File: config.mk
export PLATFORM = sky130hd
export DESIGN_NAME = pwm_match_unit
export DESIGN_NICKNAME = d
export VERILOG_FILES = /design/src/rtl/pwm_pkg.sv /design/src/rtl/pwm_timebase.sv /design/src/rtl/pwm_wr_decode.sv /design/src/rtl/pwm_chan.sv /design/src/rtl/pwm_match_unit.sv
export SDC_FILE = /design/constraint.sdc
export NUM_CORES = 1
export LEC_CHECK = 0
export ABC_AREA = 0
export BUFFER_PORTS_ARGS = -buffer_cell sky130_fd_sc_hd__buf_2
export CORE_AREA = 2 2 143 145
export CTS_CLUSTER_DIAMETER = 100
export CTS_CLUSTER_SIZE = 12
export DETAILED_ROUTE_END_ITERATION = 8
export DIE_AREA = 0 0 145 147
export HOLD_SLACK_MARGIN = 0.05
export PLACE_DENSITY = 0.67
export SLEW_MARGIN = 20
export SYNTH_ARGS = -nofsm -noshare
export SYNTH_HDL_FRONTEND = slang
export SYNTH_SLANG_ARGS = --single-unit
File: constraint.sdc
create_clock -name clk -period 4.6 [get_ports clk]
set_input_delay 0.69 -clock clk [delete_from_list [all_inputs] [get_ports clk]]
set_output_delay 0.69 -clock clk [all_outputs]
set_load 0.03 [all_outputs]
File: src/rtl/pwm_pkg.sv
`timescale 1ns/1ps
package pwm_pkg;
  // Classification of a duty-port write
  typedef enum logic [1:0] {
    WK_NONE   = 2'd0,
    WK_DUTY   = 2'd1,
    WK_REJECT = 2'd2
  } wr_kind_e;
endpackage

File: src/rtl/pwm_timebase.sv
`timescale 1ns/1ps
module pwm_timebase #(
  parameter int CNT_W = 16
) (
  input  logic             clk,
  input  logic             rst_n,
  input  logic             run,
  input  logic             per_wr,
  input  logic [CNT_W-1:0] per_data,
  output logic [CNT_W-1:0] cnt_q,
  output logic [CNT_W-1:0] cnt_nxt,
  output logic [CNT_W-1:0] per_q,
  output logic [CNT_W-1:0] per_nxt,
  output logic             wrap
);
  localparam logic [CNT_W-1:0] ONE  = CNT_W'(1);
  localparam logic [CNT_W-1:0] ZERO = '0;

  logic [CNT_W-1:0] per_sh_q, per_sh_nxt;

  always_comb begin
    wrap       = run && (cnt_q == per_q);
    cnt_nxt    = cnt_q;
    if (run) cnt_nxt = wrap ? ZERO : cnt_q + ONE;
    per_sh_nxt = per_wr ? per_data : per_sh_q;
    per_nxt    = wrap ? per_sh_q : per_q;
  end

  always_ff @(posedge clk or negedge rst_n) begin
    if (!rst_n) begin
      cnt_q    <= '0;
      per_q    <= '0;
      per_sh_q <= '0;
    end else begin
      cnt_q    <= cnt_nxt;
      per_q    <= per_nxt;
      per_sh_q <= per_sh_nxt;
    end
  end

  AST_WRAP_TO_ZERO: assert property (@(posedge clk) disable iff (!rst_n)
    (run && cnt_q == per_q) |=> (cnt_q == '0));
  AST_CNT_IN_RANGE: assert property (@(posedge clk) disable iff (!rst_n)
    cnt_q <= per_q);
  AST_HOLD_IDLE: assert property (@(posedge clk) disable iff (!rst_n)
    !run |=> $stable(cnt_q));
  AST_PERIOD_AT_WRAP: assert property (@(posedge clk) disable iff (!rst_n)
    !(run && cnt_q == per_q) |=> $stable(per_q));
endmodule

File: src/rtl/pwm_wr_decode.sv
`timescale 1ns/1ps
module pwm_wr_decode
  import pwm_pkg::*;
#(
  parameter int NUM_CH = 3,
  parameter int SEL_W  = 2
) (
  input  logic              clk,
  input  logic              rst_n,
  input  logic              duty_wr,
  input  logic [SEL_W-1:0]  duty_sel,
  output logic [NUM_CH-1:0] ch_wr,
  output logic              wr_err
);
  localparam logic [SEL_W-1:0] PER_SLOT = SEL_W'(NUM_CH);

  wr_kind_e kind;
  logic     err_nxt;

  always_comb begin
    kind = WK_NONE;
    if (duty_wr) kind = (duty_sel >= PER_SLOT) ? WK_REJECT : WK_DUTY;
    err_nxt = (kind == WK_REJECT);
  end

  for (genvar i = 0; i < NUM_CH; i++) begin : g_sel
    assign ch_wr[i] = (kind == WK_DUTY) && (duty_sel == SEL_W'(i));
  end

  always_ff @(posedge clk or negedge rst_n) begin
    if (!rst_n) wr_err <= 1'b0;
    else        wr_err <= err_nxt;
  end

  AST_REJECT_FLAG: assert property (@(posedge clk) disable iff (!rst_n)
    (duty_wr && duty_sel >= PER_SLOT) |=> wr_err);
  AST_REJECT_NO_WRITE: assert property (@(posedge clk) disable iff (!rst_n)
    (duty_sel >= PER_SLOT) |-> (ch_wr == '0));
  AST_WR_ONEHOT: assert property (@(posedge clk) disable iff (!rst_n)
    $onehot0(ch_wr));
endmodule

File: src/rtl/pwm_chan.sv
`timescale 1ns/1ps
module pwm_chan #(
  parameter int CNT_W = 16
) (
  input  logic             clk,
  input  logic             rst_n,
  input  logic             run,
  input  logic             wrap,
  input  logic [CNT_W-1:0] cnt_q,
  input  logic [CNT_W-1:0] cnt_nxt,
  input  logic [CNT_W-1:0] per_q,
  input  logic [CNT_W-1:0] per_nxt,
  input  logic             wr,
  input  logic [CNT_W-1:0] wr_data,
  input  logic             en,
  input  logic             irq_en,
  output logic             pwm,
  output logic             irq
);
  logic [CNT_W-1:0] duty_sh_q, duty_sh_nxt;
  logic [CNT_W-1:0] duty_q, duty_nxt;
  logic             pwm_nxt, irq_nxt;

  always_comb begin
    duty_sh_nxt = wr ? wr_data : duty_sh_q;
    duty_nxt    = wrap ? duty_sh_q : duty_q;
    // level for the cycle that starts at the coming edge
    pwm_nxt     = en && (duty_nxt < per_nxt) && (cnt_nxt >= duty_nxt);
    // threshold hit in the current cycle
    irq_nxt     = run && en && irq_en && (duty_q < per_q) && (cnt_q == duty_q);
  end

  always_ff @(posedge clk or negedge rst_n) begin
    if (!rst_n) begin
      duty_sh_q <= '0;
      duty_q    <= '0;
      pwm       <= 1'b0;
      irq       <= 1'b0;
    end else begin
      duty_sh_q <= duty_sh_nxt;
      duty_q    <= duty_nxt;
      pwm       <= pwm_nxt;
      irq       <= irq_nxt;
    end
  end

  AST_HIGH_ONLY_ABOVE: assert property (@(posedge clk) disable iff (!rst_n)
    pwm |-> (cnt_q >= duty_q));
  AST_DUTY_AT_WRAP: assert property (@(posedge clk) disable iff (!rst_n)
    !wrap |=> $stable(duty_q));
  AST_DISABLED_LOW: assert property (@(posedge clk) disable iff (!rst_n)
    !en |=> !pwm);
  AST_IRQ_SINGLE: assert property (@(posedge clk) disable iff (!rst_n)
    irq |=> !irq);
endmodule

File: src/rtl/pwm_match_unit.sv
`timescale 1ns/1ps
module pwm_match_unit #(
  parameter int CNT_W  = 16,
  parameter int NUM_CH = 3,
  parameter int SEL_W  = $clog2(NUM_CH + 1)
) (
  input  logic              clk,
  input  logic              rst_n,
  input  logic              run,
  input  logic              per_wr,
  input  logic [CNT_W-1:0]  per_data,
  input  logic              duty_wr,
  input  logic [SEL_W-1:0]  duty_sel,
  input  logic [CNT_W-1:0]  duty_data,
  input  logic [NUM_CH-1:0] pwm_en,
  input  logic [NUM_CH-1:0] irq_en,
  output logic [CNT_W-1:0]  count,
  output logic [NUM_CH-1:0] pwm_out,
  output logic [NUM_CH-1:0] irq,
  output logic              wr_err
);
  logic [CNT_W-1:0]  cnt_q, cnt_nxt, per_q, per_nxt;
  logic              wrap;
  logic [NUM_CH-1:0] ch_wr;

  pwm_timebase #(.CNT_W(CNT_W)) u_tb (
    .clk(clk), .rst_n(rst_n), .run(run),
    .per_wr(per_wr), .per_data(per_data),
    .cnt_q(cnt_q), .cnt_nxt(cnt_nxt),
    .per_q(per_q), .per_nxt(per_nxt), .wrap(wrap)
  );

  pwm_wr_decode #(.NUM_CH(NUM_CH), .SEL_W(SEL_W)) u_dec (
    .clk(clk), .rst_n(rst_n), .duty_wr(duty_wr), .duty_sel(duty_sel),
    .ch_wr(ch_wr), .wr_err(wr_err)
  );

  for (genvar i = 0; i < NUM_CH; i++) begin : g_ch
    pwm_chan #(.CNT_W(CNT_W)) u_ch (
      .clk(clk), .rst_n(rst_n), .run(run), .wrap(wrap),
      .cnt_q(cnt_q), .cnt_nxt(cnt_nxt), .per_q(per_q), .per_nxt(per_nxt),
      .wr(ch_wr[i]), .wr_data(duty_data),
      .en(pwm_en[i]), .irq_en(irq_en[i]),
      .pwm(pwm_out[i]), .irq(irq[i])
    );
  end

  assign count = cnt_q;

  AST_RESET_QUIET: assert property (@(posedge clk)
    !rst_n |-> (count == '0 && pwm_out == '0 && irq == '0));
endmodule

Word-level counts from Yosys, hierarchy flattened
Cells that the tools add are included.

Flip-flop bits (word level): 151. Input port bits: 45. Output and inout port bits: 23. Logic and storage cells: 66.

Add/subtract/negate cells: 1. Magnitude comparators: 10. Equality and inequality tests: 8. Muxes and demuxes: 8. Reduce and logical (&&, ||, !) cells: 23.

Operators by type and width (number): 16-bit less-than comparator (6); 16-bit 2-to-1 mux (6); 16-bit equality test (4); 16-bit >= comparator (3); 1-bit logical AND (22); 16-bit by 1-bit adder with 16-bit output, second input constant (1); 2-bit by 1-bit equality test with 1-bit output, second input constant (2); 2-bit equality test, second input constant (2); 2-bit 2-to-1 mux (2); 2-bit >= comparator, second input constant (1); 2-bit zero test (1).

Depth between registers and ports, before layout
Gate-level depths: netlist (run 1).

Word-level depth: 6. Depth in mapped cells: 16. Depth with buffers taken out: 13.

By module
From an unflattened synthesis (run 1), not the netlist that was laid out.

Cell total of the unflattened synthesis: 916. Area, all modules: 9857.0 um2.

By module, submodules not included: pwm_chan (g_ch[0].u_ch) (times used 1, cells an instance 250, area an instance 2572.5 um2, sequential area each 850.8 um2); pwm_chan (g_ch[1].u_ch) (times used 1, cells an instance 246, area an instance 2548.7 um2, sequential area each 850.8 um2); pwm_chan (g_ch[2].u_ch) (times used 1, cells an instance 247, area an instance 2537.4 um2, sequential area each 850.8 um2); pwm_timebase (times used 1, cells an instance 168, area an instance 2135.8 um2, sequential area each 1201.2 um2); pwm_wr_decode (times used 1, cells an instance 5, area an instance 62.6 um2, sequential area each 25.0 um2).

Worst setup path after synthesis (run 1)
Ideal clock, no wire load.

Kind: register to register. Start point: register with a tool-made name. End point: register g_ch[2].u_ch.pwm. Data arrival time: 3307 ps. Required time: 4501 ps. Path slack: 1193 ps. Cell stages (with the launch flop): 16. Path through: dfrtp_1 buf_2 xnor2_1 nand4_1 nor3_2 and3_1 buf_6 buf_8 mux2i_1 ha_1 a21o_1 a21oi_1 nor2_1 a2111oi_0 o211ai_1 a311oi_1.

RTL lines: to (signal assigned) (RTL line pwm_chan.sv:42) `pwm <= pwm_nxt;`; to (decl) (RTL line pwm_chan.sv:17) `output logic pwm,`.

Worst setup path in the final report (run 1)
Start point: register u_tb.cnt_q[8]. End point: register g_ch[1].u_ch.pwm.

Cells in the longest elaborated chain, start to end: 6. Elaborated cells between the ends (all ways): 11.

RTL lines: from (decl) (RTL line pwm_timebase.sv:10) `output logic [CNT_W-1:0] cnt_q,`; from (signal assigned) (RTL line pwm_timebase.sv:35) `cnt_q <= cnt_nxt;`; parallel branches: the longest is 5 deep, another holds 16-bit by 1-bit adder with 16-bit output; 1-bit logical AND (*) (RTL line pwm_chan.sv:28) `pwm_nxt = en && (duty_nxt < per_nxt) && (cnt_nxt >= duty_nxt);`; via g_ch[1].u_ch.pwm_nxt (RTL line pwm_chan.sv:22) `logic pwm_nxt, irq_nxt;`; to (signal assigned) (RTL line pwm_chan.sv:42); to (decl) (RTL line pwm_chan.sv:17).

Mark *: on every way through the listed nets, which the timed path passes. A chain may end at the register's enable or synchronous reset.

==> results of run 1 <==
## layer usage
layer	up-vias	GRT usage
li1	3319	-
met3	39	0.0615
met4	0	0.0837
met2	244	0.403
met5	-	0
met1	3445	0.387
## critical path, stage by stage, from the launching register on
cell and delay, ns:
dfrtp_1 0.50, xnor2_1 0.36, nand2_1 0.09, nor3_1 0.34
and3_2 0.49, buf_12 0.25, mux2i_1 0.45, ha_1 0.34
a211oi_1 0.25, o21ai_0 0.14, a211oi_1 0.40, a21boi_0 0.21
o21ai_0 0.10, a41oi_1 0.16
## cells in the mapped netlist (7+ instances only)
cell / instances
buf_2: 10
nand2_1: 35
nor3_1: 8
dfrtp_1: 151
inv_1: 77
ha_1: 139
nand2b_1: 7
a211oi_1: 14
and3_1: 8
buf_4: 9
xnor2_1: 59
buf_6: 10
xor2_1: 19
mux2i_1: 59
a21oi_1: 30
a41oi_1: 7
nand4_1: 25
nor2_1: 39
nand3_1: 22
a21o_1: 19
o21ai_0: 21
mux2_2: 65
## logic make-up after synthesis
logic type / Yosys count / synth area share
and+or+nand+nor: 170 / 0.0898
DFF: 151 / 0.387
adders and majority gates: 139 / 0.178
muxes: 126 / 0.138
AOI/OAI and AO/OA: 116 / 0.0790
buffers and inverters: 114 / 0.0585
xor gates and xnor gates: 78 / 0.0699
## through the flow
stage	std cells	area (um^2)	total power, uW	hold slack [ns]
CTS	1240	10900	7240	0.235
global route	1240	10900	7800	0.251
floorplan	894	9770	4570	0.394
global placement	1209	10300	5810	0.491
detailed placement	1209	10300	5830	0.495
finish	1241	10900	7300	0.210
## area by class of cell
cell class              count  area (um^2)
repair buffers             82          467
clock inverters             8         72.6
clock buffers              23          488
diodes                      1         2.50
multi-input cells         629         5430
flip-flops and latches    151         3780
inverters                  77          289
fillers                  1793         8980
well taps                 270          338
## state kept, by name, indices dropped and copies added, names as in the netlist, named ones only
name / count
g_ch.u_ch.duty_q: 48
g_ch.u_ch.duty_sh_q: 48
u_tb.per_q: 16
u_tb.per_sh_q: 16
u_tb.cnt_q: 15
g_ch.u_ch.irq: 3
g_ch.u_ch.pwm: 3
u_dec.wr_err: 1
## worst min path at each step
stage | from | to
after detailed placement | g_ch[1].u_ch.duty_sh_q[15]$_DFFE_PN0P_ | g_ch[1].u_ch.duty_sh_q[15]$_DFFE_PN0P_
after floorplan | rst_n | async pin
final | rst_n | g_ch[1].u_ch.duty_q[5]$_DFF_PN0_
after CTS | rst_n | g_ch[1].u_ch.duty_q[5]$_DFF_PN0_
after global routing | rst_n | g_ch[1].u_ch.duty_q[5]$_DFF_PN0_
after global placement | g_ch[2].u_ch.duty_sh_q[9]$_DFFE_PN0P_ | g_ch[2].u_ch.duty_sh_q[9]$_DFFE_PN0P_
## power groups by stage
stage,combinational [uW],clock [uW],sequential (uW)
3_5_place_dp,3620,0,2210
4_1_cts,3660,1380,2190
6_report,3730,1370,2200
2_1_floorplan,2570,0,2000
3_3_place_gp,3600,0,2210
5_1_grt,4120,1450,2230
==> metrics.md, run 1 <==
| Metric | Value |
|---|---|
| Max Slew Vio Count | `0` |
| Worst slew pin tran | `approximately 0.64 ns` |
| Async SR Flop Fraction | `1.00` |
| Switching power | `around 3300 uW` |
| Period utilization | `0.914` |
| Initial Utilization | `0.492` |
| Routed len/inst | `around 22 um` |
| Internal power | `4040 uW` |
| Total wire length | `~28000 um` |
| Die ar. | `0.0213 mm^2` |
| Commonest cells after routing, fill and taps aside | `dfrtp_1, ha_1, inv_1` |
| Hold Vio Cnt, Final | `0` |
| Worst R2R Start | `u_tb.cnt_q[8]$_DFF_PN0_` |
| Pin count of the biggest net entering global routing | `just under 60` |
| Resized Gates After CTS | `0` |
| Vias | `between 7000 and 8000` |
| Place WS | `0.422 ns` |
| Post-DR vias/cell | `5.68` |
| IO buf count | `67` |
| Layout area overhead | `11.2%` |
| Remaining DRCs | `0` |
| Slew margin rel. | `0.575` |
| Run status | `finished clean` |
| F_max | `around 240 MHz` |
| Die width | `approximately 150 um` |
| Switch share | `0.446` |
| CTS tree | `built` |
| GRT overflow | `0` |
| Post-synth EDFFs | `0` |
| M1 WL | `~13000 um` |
| Max IR drop VDD | `approximately 320 uV` |
| Synth area leaders | `dfrtp_1, ha_1, mux2_2` |
| Fin crit period | `4.21 ns` |
| Most used flip-flop cell after synthesis | `dfrtp_1` |
| Synthesized cell area | `0.00977 mm^2` |
| WP data arrival | `~4.6 ns` |
| Hold Crit Class | `input pin to async pin` |
| Worst Setup EP | `g_ch[1].u_ch.pwm$_DFF_PN0_` |
| Critical path capture point type | `flip-flop` |
| Number of global-route vias before repair | `between 7000 and 8000` |
| Nets@finish | `1142` |
| ANT nets after route | `0` |
| Seq/Total Area, Yosys | `0.387` |
| Placer Congestion | `1.01` |
| Max Used Layer | `met4` |
| CTS hold repair buffers | `0` |
| Clock Path Buffers | `2` |
| Setup TNS | `0 ns` |
| Met2 wire len | `roughly 12000 um` |
| Met3 WL | `around 1900 um` |
| Final worst-path setup slack | `0.395 ns` |
| Avg Inst Size Synth | `around 11 um^2` |
| Layout cells sized above 1 | `0.189` |
| Crit path max fanout | `24` |
| LEAKAGE | `0.00570 uW` |
| Worst setup startpoint | `u_tb.cnt_q[8]$_DFF_PN0_` |
| First-pass GRT wire length | `42600 um` |
| Final core occ | `0.547` |
| Cells after synthesis | `894` |
| Clk Latency, worst-skew pair | `around 0.44 ns` |
| Pre-antenna DRT Iters | `5` |
| H-tree depth | `4` |
| WS Path Type | `flip-flop to flip-flop` |
| Boundary pin count | `68` |
| Setup violations, final | `0` |
| Num CTS Buffers | `17` |
| Overall global routing resource usage | `0.268` |
| Synth top area share | `0.387` |
| Yosys top cell by area | `dfrtp_1` |
| Number of library cell types mapped by synthesis | `49` |
| Ys Warns | `0` |
| DRT iter0 DRCs | `427` |
| RSZ-0062 raised after global routing | `false` |
| Max Cap Viol | `0` |
| Synth Register Bits | `151` |
| Worst-case reg-to-reg path depth | `13` |
| Post-CTS setup buffer count | `0` |
| R2R setup slack | `0.39 ns` |
| Combinational share of power | `0.511` |
| Pwr dens | `between 600 and 700 mW/mm^2` |
| Critical Path RT | `4.95 ns` |
| Reg2reg end | `g_ch[1].u_ch.pwm$_DFF_PN0_` |
| CTS Sinks | `151` |
| Core ar. | `0.0198 mm^2` |
| Clock slew at reported path FFs | `0.06 ns` |
| Syn Nets | `roughly 1100` |
| Clock Skew | `about 0.011 ns` |
| Most common cell after layout, fill and taps aside | `dfrtp_1` |
| Clock share of power | `0.187` |
| Rows | `52` |
| Clock Tree Root | `clkbuf_16` |
| Power share of the sequential group | `0.301` |
| Final HPWL DP | `21500 um` |
| CP Launch Type | `flip-flop` |
| Die span in y | `about 150 um` |
| Initial antenna violation count | `1` |
Note: power is estimated with default switching activity, not from simulation.
==> run 2: changes to the inputs <==
Settings changed: ABC_AREA 0 to 1, BUFFER_PORTS_ARGS -buffer_cell sky130_fd_sc_hd__buf_2 to -buffer_cell sky130_fd_sc_hd__buf_4, CORE_AREA 2 2 143 145 to 2 2 145 147, DIE_AREA 0 0 145 147 to 0 0 147 149.
==> run 2 against run 1 <==
Against the previous run:
- clock skew decreased by 0.0028 ns
- non-clock buffer count decreased by 10
- die area increased by 2.8%
- global-route usage increased by 3.1 points
- critical path depth increased by 6
==> metrics.md, run 2 <==
| Metric | Value |
|---|---|
| Run status | `finished clean` |
| Num CTS Buffers | `17 (unchanged)` |
| Remaining DRCs | `0 (unchanged)` |
| Layout area overhead | `12.3%` |
| Resized Gates After CTS | `0 (unchanged)` |
| Rows | `53 (+1.9%)` |
| Syn Nets | `1463 (+36%)` |
| Pre-antenna DRT Iters | `6 (+1)` |
| Critical path capture point type | `flip-flop` |
| Max IR drop VDD | `246 uV (-24%)` |
| Post-synth EDFFs | `0 (unchanged)` |
| Synth Register Bits | `151 (unchanged)` |
| Post-DR vias/cell | `5.55 (-2.3%)` |
| Top Registers | `g_ch.u_ch.duty_q: 48 flops, g_ch.u_ch.duty_sh_q: 48 flops` |
| IO buf count | `67 (unchanged)` |
| Commonest cells after routing, fill and taps aside | `nand2_1, dfrtp_1, ha_1` |
| F_max | `257 MHz (+8.1%)` |
| Worst R2R Start | `u_tb.cnt_q[9]$_DFF_PN0_` |
| Crit path max fanout | `43 (+79%)` |
| FILL cells | `1982 (+11%)` |
| Critical Path RT | `4.96 ns (about the same)` |
| Avg Inst Size Synth | `7.86 um^2 (-28%)` |
| Nets@finish | `1514 (+33%)` |
| Number of global-route vias before repair | `8648 (+23%)` |
| Total wire length | `31800 um (+15%)` |
| Slew margin rel. | `0.393 (-0.182)` |
| Worst-case reg-to-reg path depth | `19 (+6)` |
| Initial antenna violation count | `0 (-1)` |
| Top-count cell post-synth | `nand2_1` |
| Worst setup startpoint | `u_tb.cnt_q[9]$_DFF_PN0_` |
| Period utilization | `0.846 (-0.0685)` |
| LEAKAGE | `0.00575 uW (+0.88%)` |
| Routed len/inst | `19.6 um (-12%)` |
| Overall global routing resource usage | `0.299 (+0.0311)` |
| ANT nets after route | `0 (unchanged)` |
| Yosys top cell by area | `dfrtp_1` |
| RSZ-0062 raised after global routing | `false` |
| Synth area leaders | `dfrtp_1, ha_1, nand2_1` |
| Most common cell after layout, fill and taps aside | `nand2_1` |
| Die width | `147 um (+1.4%)` |
| Clk Latency, worst-skew pair | `0.44 ns (about the same)` |
| WS Path Type | `flip-flop to flip-flop` |
| Placer Congestion | `1.07 (+5.5%)` |
| Die span in y | `149 um (+1.4%)` |
| Vias | `8973 (+27%)` |
| Clock Skew | `0.00778 ns (-0.00283 ns)` |
| Finished Layout Cells | `1618 (+30%)` |
| WP data arrival | `4.25 ns (-0.30 ns)` |
| Seq/Total Area, Yosys | `0.376 (-0.0107)` |
| Die ar. | `0.0219 mm^2 (+2.8%)` |
| Layout cells sized above 1 | `0.136 (-0.0524)` |
| Boundary pin count | `68 (unchanged)` |
| Hold Vio Cnt, Final | `0 (unchanged)` |
| Final HPWL DP | `24800 um (+16%)` |
| CTS hold repair buffers | `0 (unchanged)` |
| Max Cap Viol | `0 (unchanged)` |
| Placed Instances | `1586 (+31%)` |
| Clock Tree Root | `clkbuf_16` |
| Reg2reg end | `g_ch[0].u_ch.pwm$_DFF_PN0_` |
| Synth top area share | `0.376 (-0.0107)` |
| Clock slew at reported path FFs | `0.07 ns (about the same)` |
| Fin crit period | `3.89 ns (-0.315 ns)` |
| Core ar. | `0.0206 mm^2 (+3.6%)` |
| Commonest cells in the synthesized netlist | `nand2_1, dfrtp_1, ha_1` |
| Cells after synthesis | `1279 (+43%)` |
| CP Launch Type | `flip-flop` |
| H-tree depth | `4 (unchanged)` |
| Number of library cell types mapped by synthesis | `47 (-4.1%)` |
| First-pass GRT wire length | `49300 um (+16%)` |
| Pwr dens | `377 mW/mm^2 (-44%)` |
| Setup TNS | `0 ns (unchanged)` |
| GRT overflow | `0 (unchanged)` |
| Initial Utilization | `0.489 (-0.00351)` |
| Max Slew Vio Count | `0 (unchanged)` |
| Worst slew pin tran | `0.911 ns (+0.273 ns)` |
| R2R setup slack | `0.71 ns (+0.32 ns)` |
| Pin count of the biggest net entering global routing | `96 (+66%)` |
| Ys Warns | `0 (unchanged)` |
| Synthesized cell area | `0.0101 mm^2 (+2.9%)` |
| CTS tree | `built` |
| Clock Path Buffers | `2 (unchanged)` |
| Post-CTS setup buffer count | `0 (unchanged)` |
| DRT iter0 DRCs | `820 (+92%)` |
| Setup violations, final | `0 (unchanged)` |
| CTS Sinks | `151 (unchanged)` |
| Hold Crit Class | `input pin to async pin` |
| Async SR Flop Fraction | `1.00 (unchanged)` |
| Antenna diodes | `0 (-1)` |
| Most used flip-flop cell after synthesis | `dfrtp_1` |
-- run 2: cell types whose count changed after synthesis, sizes merged, moves of 31 or more --
| cell | before | now |
|---|---|---|
| inv | 77 | 176 |
| a21oi | 30 | 61 |
| mux2 | 65 | 3 |
| mux2i | 61 | 0 |
| xnor2 | 59 | 7 |
| nand2 | 35 | 388 |
| o21ai | 21 | 118 |
-- run 2: cell families (layout without fill, tap and decap cells) --
family          after synthesis  count (layout)  synth area share
mux                           3               3           0.00336
flops                       151             151             0.376
buf+inv                     217             281            0.0888
fa+ha+maj                   139             139             0.173
simple gates                519             519             0.215
xor+xnor                     16              16            0.0139
compound gates              234             234             0.130
-- run 2: critical path: stages (launching register included) --
cell and delay, ns:
dfrtp_1 0.42, inv_1 0.34, nand2_1 0.13, nand2_1 0.10, nor2_1 0.04, nand2_1 0.11
nor2_4 0.07, nand3_4 0.07, clkinv_2 0.47, or2_2 0.51, o21ai_1 0.12, inv_1 0.09
ha_1 0.28, nand2_1 0.09, nor2_1 0.06, a211oi_1 0.24, o21ai_0 0.16, a31oi_1 0.26
nand2_1 0.09, a21oi_1 0.11
-- run 2: cell type report --
type	count	area, um^2	share of cell area
Multi-Input combinational cell	911	5400	0.478
Sequential cell	151	3780	0.335
Inverter	177	666	0.0589
Timing Repair Buffer	72	544	0.0482
Clock buffer	18	429	0.0380
Tap cell	275	344	0.0305
Clock inverter	14	135	0.0120
-- run 2: how the worst max path moves through the flow --
| stage | depth (start not counted) | slack [ns] | endpoint |
|---|---|---|---|
| after CTS | 19 | 0.76 | g_ch[0].u_ch.pwm$_DFF_PN0_ |
| after detailed placement | 19 | 0.76 | g_ch[0].u_ch.pwm$_DFF_PN0_ |
| after floorplan | 28 | 1.64 | g_ch[0].u_ch.pwm$_DFF_PN0_ |
| after global placement | 18 | 0.86 | g_ch[0].u_ch.pwm$_DFF_PN0_ |
| after global routing | 16 | 0.40 | g_ch[2].u_ch.pwm$_DFF_PN0_ |
| final | 19 | 0.71 | g_ch[0].u_ch.pwm$_DFF_PN0_ |
-- run 2: report_power, final --
part | total, uW | switching [uW] | leakage, uW | internal [uW]
Sequential | 1620 | 162 | 0.00191 | 1450
Combinational | 1230 | 821 | 0.00357 | 411
Clock | 1410 | 647 | 0.000276 | 759
-- run 2: routing by layer --
| layer | track usage | vias up | part of all wire |
|---|---|---|---|
| met4 | 0.114 | 0 | 0.039 |
| met1 | 0.434 | 4206 | 0.46 |
| met5 | 0 | - | 0 |
| met3 | 0.0364 | 72 | 0.071 |
| met2 | 0.462 | 369 | 0.43 |
| li1 | - | 4326 | - |
-- run 2: per-stage QoR --
step | util | setup slack [ns] | hold slack [ns] | instance area [um^2] | total power (uW)
2_1_floorplan | - | 1.64 | 0.394 | 10100 | 2390
3_3_place_gp | 0.521 | 0.858 | 0.467 | 10700 | 2830
3_5_place_dp | 0.521 | 0.761 | 0.473 | 10700 | 2840
4_1_cts | 0.549 | 0.756 | 0.401 | 11300 | 4250
5_1_grt | 0.549 | 0.401 | 0.423 | 11300 | 4480
6_report | 0.549 | 0.710 | 0.351 | 11300 | 4260
==> run 3: changes to the inputs <==
Settings changed: PLACE_DENSITY 0.67 to 0.7.
Clock period 4.6 ns to 3.5 ns, I/O delays scaled along.
==> run 3 against run 2 <==
Against the previous run:
- cell area grew 2.6%
- critical path type unchanged
- clock power grew 36%
- first-iteration DRC count grew 3.5%
- sequential share of layout area shrank 0.81 points
- core utilization grew 1.4 points
- die area is the same
==> metrics.md, run 3 (same netlist as run 2, synthesis figures left out) <==
| Metric | Value |
|---|---|
| Run status | `finished clean` |
| Pre-antenna DRT Iters | `5 (-1)` |
| Pin count of the biggest net entering global routing | `69 (-28%)` |
| IO buf count | `67 (unchanged)` |
| Period utilization | `0.937 (+0.0917)` |
| Die width | `147 um (unchanged)` |
| Num CTS Buffers | `17 (unchanged)` |
| Overall global routing resource usage | `0.300 (about the same)` |
| Hold WS | `0.294 ns (-0.0572 ns)` |
| Critical Path RT | `3.87 ns (-1.09 ns)` |
| Max Cap Viol | `0 (unchanged)` |
| Setup TNS | `0 ns (unchanged)` |
| Crit path max fanout | `5 (-88%)` |
| Clk Latency, worst-skew pair | `0.44 ns (about the same)` |
| WS Path Type | `flip-flop to flip-flop` |
| CTS tree | `built` |
| Total wire length | `31600 um (-0.43%)` |
| Layout area overhead | `15.2%` |
| Remaining DRCs | `0 (unchanged)` |
| First-pass GRT wire length | `49300 um (about the same)` |
| Core ar. | `0.0206 mm^2 (unchanged)` |
| Clock slew at reported path FFs | `0.07 ns (about the same)` |
| Post-DR vias/cell | `5.48 (-1.2%)` |
| Max Slew Vio Count | `0 (unchanged)` |
| Max IR drop VDD | `292 uV (+19%)` |
| CTS Sinks | `151 (unchanged)` |
| Vias | `8995 (+0.25%)` |
| H-tree depth | `4 (unchanged)` |
| Post-CTS setup buffer count | `0 (unchanged)` |
| ANT nets after route | `0 (unchanged)` |
| LEAKAGE | `0.00590 uW (+2.6%)` |
| Critical path capture point type | `flip-flop` |
| Clock Path Buffers | `2 (unchanged)` |
| Slew margin rel. | `0.474 (+0.0810)` |
| Antenna diodes | `0 (unchanged)` |
| Pwr dens | `495 mW/mm^2 (+31%)` |
| Hold Crit Class | `input pin to flip-flop` |
| Top Registers | `g_ch.u_ch.duty_q: 48 flops, g_ch.u_ch.duty_sh_q: 48 flops` |
| RSZ-0062 raised after global routing | `false` |
| Initial antenna violation count | `0 (unchanged)` |
| Most common cell after layout, fill and taps aside | `nand2_1` |
| Clock Tree Root | `clkbuf_16` |
| WP data arrival | `3.65 ns (-0.60 ns)` |
| Setup violations, final | `0 (unchanged)` |
| Placer Congestion | `1.07 (+0.32%)` |
| Hold Vio Cnt, Final | `0 (unchanged)` |
| Routed len/inst | `19.3 um (-1.9%)` |
| Boundary pin count | `68 (unchanged)` |
| CP Launch Type | `flip-flop` |
| GRT overflow | `0 (unchanged)` |
| F_max | `305 MHz (+19%)` |
| Final HPWL DP | `25600 um (+3.1%)` |
| Layout cells sized above 1 | `0.155 (+0.0188)` |
| Worst setup startpoint | `u_tb.cnt_q[2]$_DFF_PN0_` |
| Final core occ | `0.563 (+0.0141)` |
| Rows | `53 (unchanged)` |
| Die ar. | `0.0219 mm^2 (unchanged)` |
| Nets@finish | `1538 (+1.6%)` |
| Worst R2R Start | `u_tb.cnt_q[2]$_DFF_PN0_` |
| Hold path start | `per_data[14]` |
| Commonest cells after routing, fill and taps aside | `nand2_1, dfrtp_1, ha_1` |
| Clock Skew | `0.0174 ns (+0.00962 ns)` |
| Die span in y | `149 um (unchanged)` |
| Number of global-route vias before repair | `8688 (+0.46%)` |
| DRT iter0 DRCs | `849 (+3.5%)` |
| Worst slew pin tran | `0.783 ns (-0.127 ns)` |
| Initial Utilization | `0.489 (unchanged)` |
| Fin crit period | `3.28 ns (-0.609 ns)` |
-- run 3: changes by cell type in the layout (fill, tap and decap cells not counted), moves of 2 or more --
cell,change
buf_12,+4
dfrtp_2,+2
buf_4,+19
dfrtp_1,-2
clkinv_2,-2
-- run 3: routing by layer --
layer,global-route usage,vias to the layer above,wire (um)
met1,0.426,4245,14600
li1,-,4391,-
met5,0,-,0
met3,0.0483,61,1860
met2,0.458,298,14000
met4,0.123,0,1160
-- run 3: path summary, 6_finish.rpt --
check,endpoint,slack (ns),cells after the start
max,g_ch[1].u_ch.pwm$_DFF_PN0_,0.22,19
min,u_tb.per_sh_q[14]$_DFFE_PN0P_,0.29,3
max reg2reg,g_ch[1].u_ch.pwm$_DFF_PN0_,0.22,19
min reg2reg,g_ch[0].u_ch.duty_sh_q[7]$_DFFE_PN0P_,0.49,2
max in group asynchronous,g_ch[1].u_ch.duty_q[4]$_DFF_PN0_,2.05,3
min in group asynchronous,g_ch[2].u_ch.duty_sh_q[13]$_DFFE_PN0P_,0.57,2
-- run 3: area by class of cell --
cell class / instances / area, um^2
flip-flops and latches: 151 / 3780
inverters: 177 / 666
clock inverters: 14 / 163
multi-input cells: 911 / 5410
repair buffers: 96 / 777
fillers: 1978 / 8980
clock buffers: 18 / 439
well taps: 275 / 344
-- run 3: where the power goes --
part	total (uW)	leakage, uW	internal, uW	switching (uW)
Clock	1920	0.000289	1090	831
Combinational	1720	0.00371	600	1120
Sequential	2090	0.00190	1920	171
Total	5730	0.00590	3610	2120
-- run 3: timing repair --
action,4_1_cts,5_1_grt
hold buffers,1,0
gates resized for setup,0,7
endpoints found under the hold margin,41,0
setup endpoints to repair,0,3
-- run 3: per-stage QoR --
step / worst slack (ns) / cells / total power (uW) / cell area [um^2]
2_1_floorplan: 0.538 / 1279 / 3150 / 10100
3_3_place_gp: 0.217 / 1609 / 3770 / 10900
3_5_place_dp: 0.169 / 1609 / 3800 / 10900
4_1_cts: 0.201 / 1642 / 5720 / 11500
5_1_grt: 0.00253 / 1642 / 6040 / 11600
6_report: 0.220 / 1642 / 5730 / 11600
-- run 3: worst max-delay path, cell delays in order (launching register included) --
cell	delay, ns
dfrtp_1	0.45
inv_2	0.12
nor3_2	0.16
inv_1	0.09
nor2_2	0.14
nand2_1	0.11
nor2_1	0.16
nand3_1	0.15
nor4_2	0.25
nand2_1	0.14
o21ai_1	0.17
a21oi_2	0.09
buf_4	0.16
ha_1	0.29
nand3_1	0.10
nor3_1	0.22
nand2_1	0.09
nand3_1	0.12
o211ai_1	0.10
a21oi_1	0.12
